File: src/rtl/bitalu.sv
module bitalu #(
  parameter int WIDTH = 16
) (
  input  logic [WIDTH-1:0] a,
  input  logic [WIDTH-1:0] b,
  input  logic [3:0]       fn,
  output logic [WIDTH-1:0] r
);

  localparam int HALF = WIDTH / 2;
  localparam int IDXW = $clog2(WIDTH);

  localparam logic [3:0] F_PASS = 4'h0, F_AND = 4'h1, F_OR  = 4'h2, F_XOR = 4'h3;
  localparam logic [3:0] F_ADD  = 4'h4, F_SUB = 4'h5, F_MUL = 4'h6, F_MRG = 4'h7;
  localparam logic [3:0] F_LT   = 4'h8, F_LE  = 4'h9, F_SR  = 4'hA, F_SL  = 4'hB;
  localparam logic [3:0] F_SET  = 4'hC, F_CLR = 4'hD, F_TST = 4'hE, F_GEN = 4'hF;

  logic [IDXW-1:0]  idx;
  logic [WIDTH-1:0] pick;
  logic [WIDTH-1:0] prod;
  logic             lt, eq;

  assign idx  = b[IDXW-1:0];
  assign pick = {{(WIDTH-1){1'b0}}, 1'b1} << idx;
  assign prod = a * b;
  assign lt   = $signed(a) < $signed(b);
  assign eq   = a == b;

  always_comb begin
    case (fn)
      F_PASS:  r = b;
      F_AND:   r = a & b;
      F_OR:    r = a | b;
      F_XOR:   r = a ^ b;
      F_ADD:   r = a + b;
      F_SUB:   r = a - b;
      F_MUL:   r = prod;
      F_MRG:   r = {b[HALF-1:0], a[HALF-1:0]};
      F_LT:    r = {{(WIDTH-1){1'b0}}, lt};
      F_LE:    r = {{(WIDTH-1){1'b0}}, lt | eq};
      F_SR:    r = {1'b0, a[WIDTH-1:1]};
      F_SL:    r = {a[WIDTH-2:0], 1'b0};
      F_SET:   r = a | pick;
      F_CLR:   r = a & ~pick;
      F_TST:   r = a & pick;
      default: r = pick;
    endcase
  end

  always_comb begin
    if (fn == F_LT || fn == F_LE)
      assert_cmp_boolean_R5: assert (r[WIDTH-1:1] == '0) else $error("compare result not 0/1");
    if (fn == F_SR)
      assert_shr_zero_fill_R6: assert (!r[WIDTH-1]) else $error("right shift filled a one");
    if (fn == F_SL)
      assert_shl_zero_fill_R6: assert (!r[0]) else $error("left shift filled a one");
    if (fn == F_MRG)
      assert_merge_low_kept_R4: assert (r[HALF-1:0] == a[HALF-1:0]) else $error("merge lost low byte");
    if (fn == F_SET)
      assert_bit_forced_high_R7: assert (r[idx]) else $error("set bit is low");
    if (fn == F_CLR)
      assert_bit_forced_low_R7: assert (!r[idx]) else $error("cleared bit is high");
    if (fn == F_GEN)
      assert_gen_single_R8: assert ($countones(r) == 1) else $error("generated word not one-hot");
    if (fn == F_TST)
      assert_test_at_most_one_R8: assert ($onehot0(r)) else $error("test result has several bits");
  end

endmodule

File: config.mk
export PLATFORM = sky130hd
export DESIGN_NAME = bitalu
export DESIGN_NICKNAME = d
export VERILOG_FILES = /design/src/rtl/bitalu.sv
export SDC_FILE = /design/constraint.sdc
export NUM_CORES = 1
export LEC_CHECK = 0
export ABC_AREA = 1
export CORE_ASPECT_RATIO = 0.75
export CORE_MARGIN = 5
export CORE_UTILIZATION = 45
export DETAILED_ROUTE_END_ITERATION = 7
export PLACE_DENSITY_LB_ADDON = 0.1
export SYNTH_ARGS = -nofsm -noshare
export SYNTH_HDL_FRONTEND = slang
export SYNTH_SLANG_ARGS = --single-unit
File: constraint.sdc
create_clock -name vclk -period 7.5
set_input_delay 0.75 -clock vclk [all_inputs]
set_output_delay 0.75 -clock vclk [all_outputs]
set_load 0.05 [all_outputs]
==> qor.txt <==
worst path required time - 6750 ps
Setup Fix Bufs, Post-CTS - 0
synthesis-to-finish area growth - 12.1%
GRT overflow - 0
FF+latch count - 0
DRT iter0 DRCs - 1017
fin crit period - 7240 ps
fin cells - 1559
DR vias - 8653
Die Ht - 124 um
CP startpoint kind - input port
fin util - 51.5%
Starting Density - 46.0%
FMAX - 138 MHz
relative slew slack - 50.6%
Hold Violations, Final - 0
Lkg Pwr - 0.00500 uW
share of cells above drive strength 1 - 6.55%
# rows - 41
final setup violating endpoints - 0
pre-CTS setup slack - 174 ps
IO buf count - 52
vias in the first global route - 7993
first-pass GRT wire length - 47100 um
Pins Over Slew Limit - 0
met1 Use GR - 45.8%
Layout clock buffers - 0
WL/cell - 19.9 um
Seq/Total Area, Yosys - 0%
filler cell count - 1782
Die X - 162 um
initial antenna violation count - 1
final period utilization - 96.5%
Slew @ Worst Pin - 738 ps
setup TNS - 0 ps
worst-path fanout max - 6
VDD IR-drop max - 225 uV
mean area per synthesized cell - 5.98 um2
worst setup slack after layout - 260 ps
CP max-delay cell - clkdlybuf4s50_1
Placed Cells - 1558
die area - 20100 um2
I/O pin count - 52
MaxCap Viol Count - 0
delay-heaviest family, CP - adder cells
power density cells - 228 nW/um2
DRC Markers - 0
Layout Nets - 1544
Synth Cell Area - 7780 um2
WP buf/inv - 7
Antenna Nets Post-Route - 0
register area - 0 um2
crit-path cells - clkdlybuf4s50_1, ha_1, fa_1, inv_1, fa_1, inv_1, fa_1, fa_1, fa_1, inv_1, fa_1, inv_1, ha_1, inv_1, nor4_4, nand3_1, nand3_1, a21oi_1, o21ai_0, o211ai_1, nor2_1, nand2_1, buf_4
largest net degree at the start of global routing - 22
outcome - complete, no violations
Placer Congestion - 1.02
Synth Instances - 1302
warning count from the yosys run - 0
DP Wirelength - 25400 um
met3 usage - 5.00%
WP data arrival - 6490 ps
Most Used Layer, Global Route - met1
worst hold path class - in2out
crit-path max cell delay - 530 ps
all-layer global routing usage - 30.5%
most used cell, CP - fa_1
drt total wl - 31000 um
Yosys cell types - 52
first drt pass iteration count - 6
Crit. End Element - primary output
grt met2 use - 45.0%
worst hold path depth - 7
total core area - 16900 um2
Critical Path Stages - 23
DR vias/cell - 5.55
Syn Nets - 1501
critical path class - in2out
==> what timing repair did <==
action                                  CTS  global route
endpoints found under the setup margin    0             3
hold buffers                              0             0
gates resized for setup                   0            11
==> stage by stage <==
stage / total power (uW) / area (um2) / hold WS [ps]
6_report: 1990 / 8720 / 2530
3_5_place_dp: 1900 / 8680 / 2600
5_1_grt: 2250 / 8720 / 2560
2_1_floorplan: 1370 / 7780 / 1880
4_1_cts: 1910 / 8680 / 2600
3_3_place_gp: 1890 / 8680 / 2610
==> kinds of logic after synthesis <==
family / count (synthesis) / synth area share [%]
AND/OR/NAND/NOR: 554 / 30.3
buffers and inverters: 366 / 18.5
AO/OA/AOI/OAI: 212 / 16.4
adder cells (fa/ha/maj): 163 / 34.0
XOR/XNOR: 7 / 0.788
==> tightest hold or removal path, cell delays in order <==
cell and delay, ps:
dlymetal6s2s_1 340, buf_4 220, nand2_1 70, o21ai_0 70, nor2_1 40, nand3_1 130
buf_12 150
==> area by class of cell <==
class              count  area (um2)  area share (%)
multi-input cells    936        6360            72.9
inverters            316        1190            13.7
repair buffers        91         900            10.3
well taps            215         269            3.08
diodes                 1        2.50          0.0287
==> cell usage in the layout, fill, tap and decap left out, drive strengths merged, types with 11 or more instances in the layout <==
cell type / n
nand3: 76
o22ai: 22
a21oi: 62
o221ai: 12
inv: 313
clkdlybuf4s50: 34
ha: 82
buf: 49
nor3: 11
nand2: 353
fa: 81
o21ai: 71
nand4: 13
nor2: 84
==> worst paths after layout <==
kind | start | slack (ps) | end
min | b[4] | 2530 | r[12]
max | a[6] | 260 | r[14]
==> metal layers <==
metal	part of all wire, %	wire length [um]	vias up
li1	-	-	4159
met1	46	14300	3979
met2	41	12600	456
met3	10	3200	59
met4	3.1	949	0
met5	0	0	-
==> power by group <==
part	total, uW	internal [uW]	switching [uW]
Sequential	0	0	0
Combinational	1990	708	1280
Clock	0.0000179	0.0000179	0
==> cell usage after synthesis, types with 2 or more instances <==
master | count | area, um2
nand2_1 | 347 | 1300
clkbuf_1 | 13 | 48.8
nor2_2 | 7 | 43.8
inv_2 | 8 | 30.0
buf_2 | 27 | 135
nor4_2 | 2 | 25.0
o22ai_1 | 22 | 138
inv_1 | 303 | 1140
o21ai_1 | 11 | 55.1
fa_1 | 81 | 1620
a22oi_1 | 2 | 15.0
a21oi_1 | 59 | 295
o22a_1 | 2 | 17.5
a31oi_1 | 7 | 43.8
o21bai_1 | 5 | 37.5
nor2_1 | 74 | 278
nor2_4 | 3 | 33.8
nor4_1 | 4 | 25.0
clkinv_1 | 3 | 11.3
ha_1 | 82 | 1030
or2_2 | 5 | 31.3
nor3_1 | 11 | 55.1
xnor2_1 | 2 | 17.5
inv_4 | 2 | 12.5
o211ai_1 | 6 | 45.0
o2111ai_1 | 4 | 35.0
o21ai_0 | 60 | 300
nand3b_1 | 5 | 37.5
xor2_1 | 5 | 43.8
nand3_1 | 75 | 375
a221oi_1 | 5 | 43.8
buf_4 | 4 | 30.0
buf_1 | 3 | 11.3
clkbuf_2 | 2 | 10.0
a21oi_2 | 2 | 17.5
a211oi_1 | 7 | 52.6
nand4_1 | 13 | 81.3
nand2_2 | 4 | 25.0
o221ai_1 | 12 | 105
Note: power is estimated with default switching activity, not from simulation.
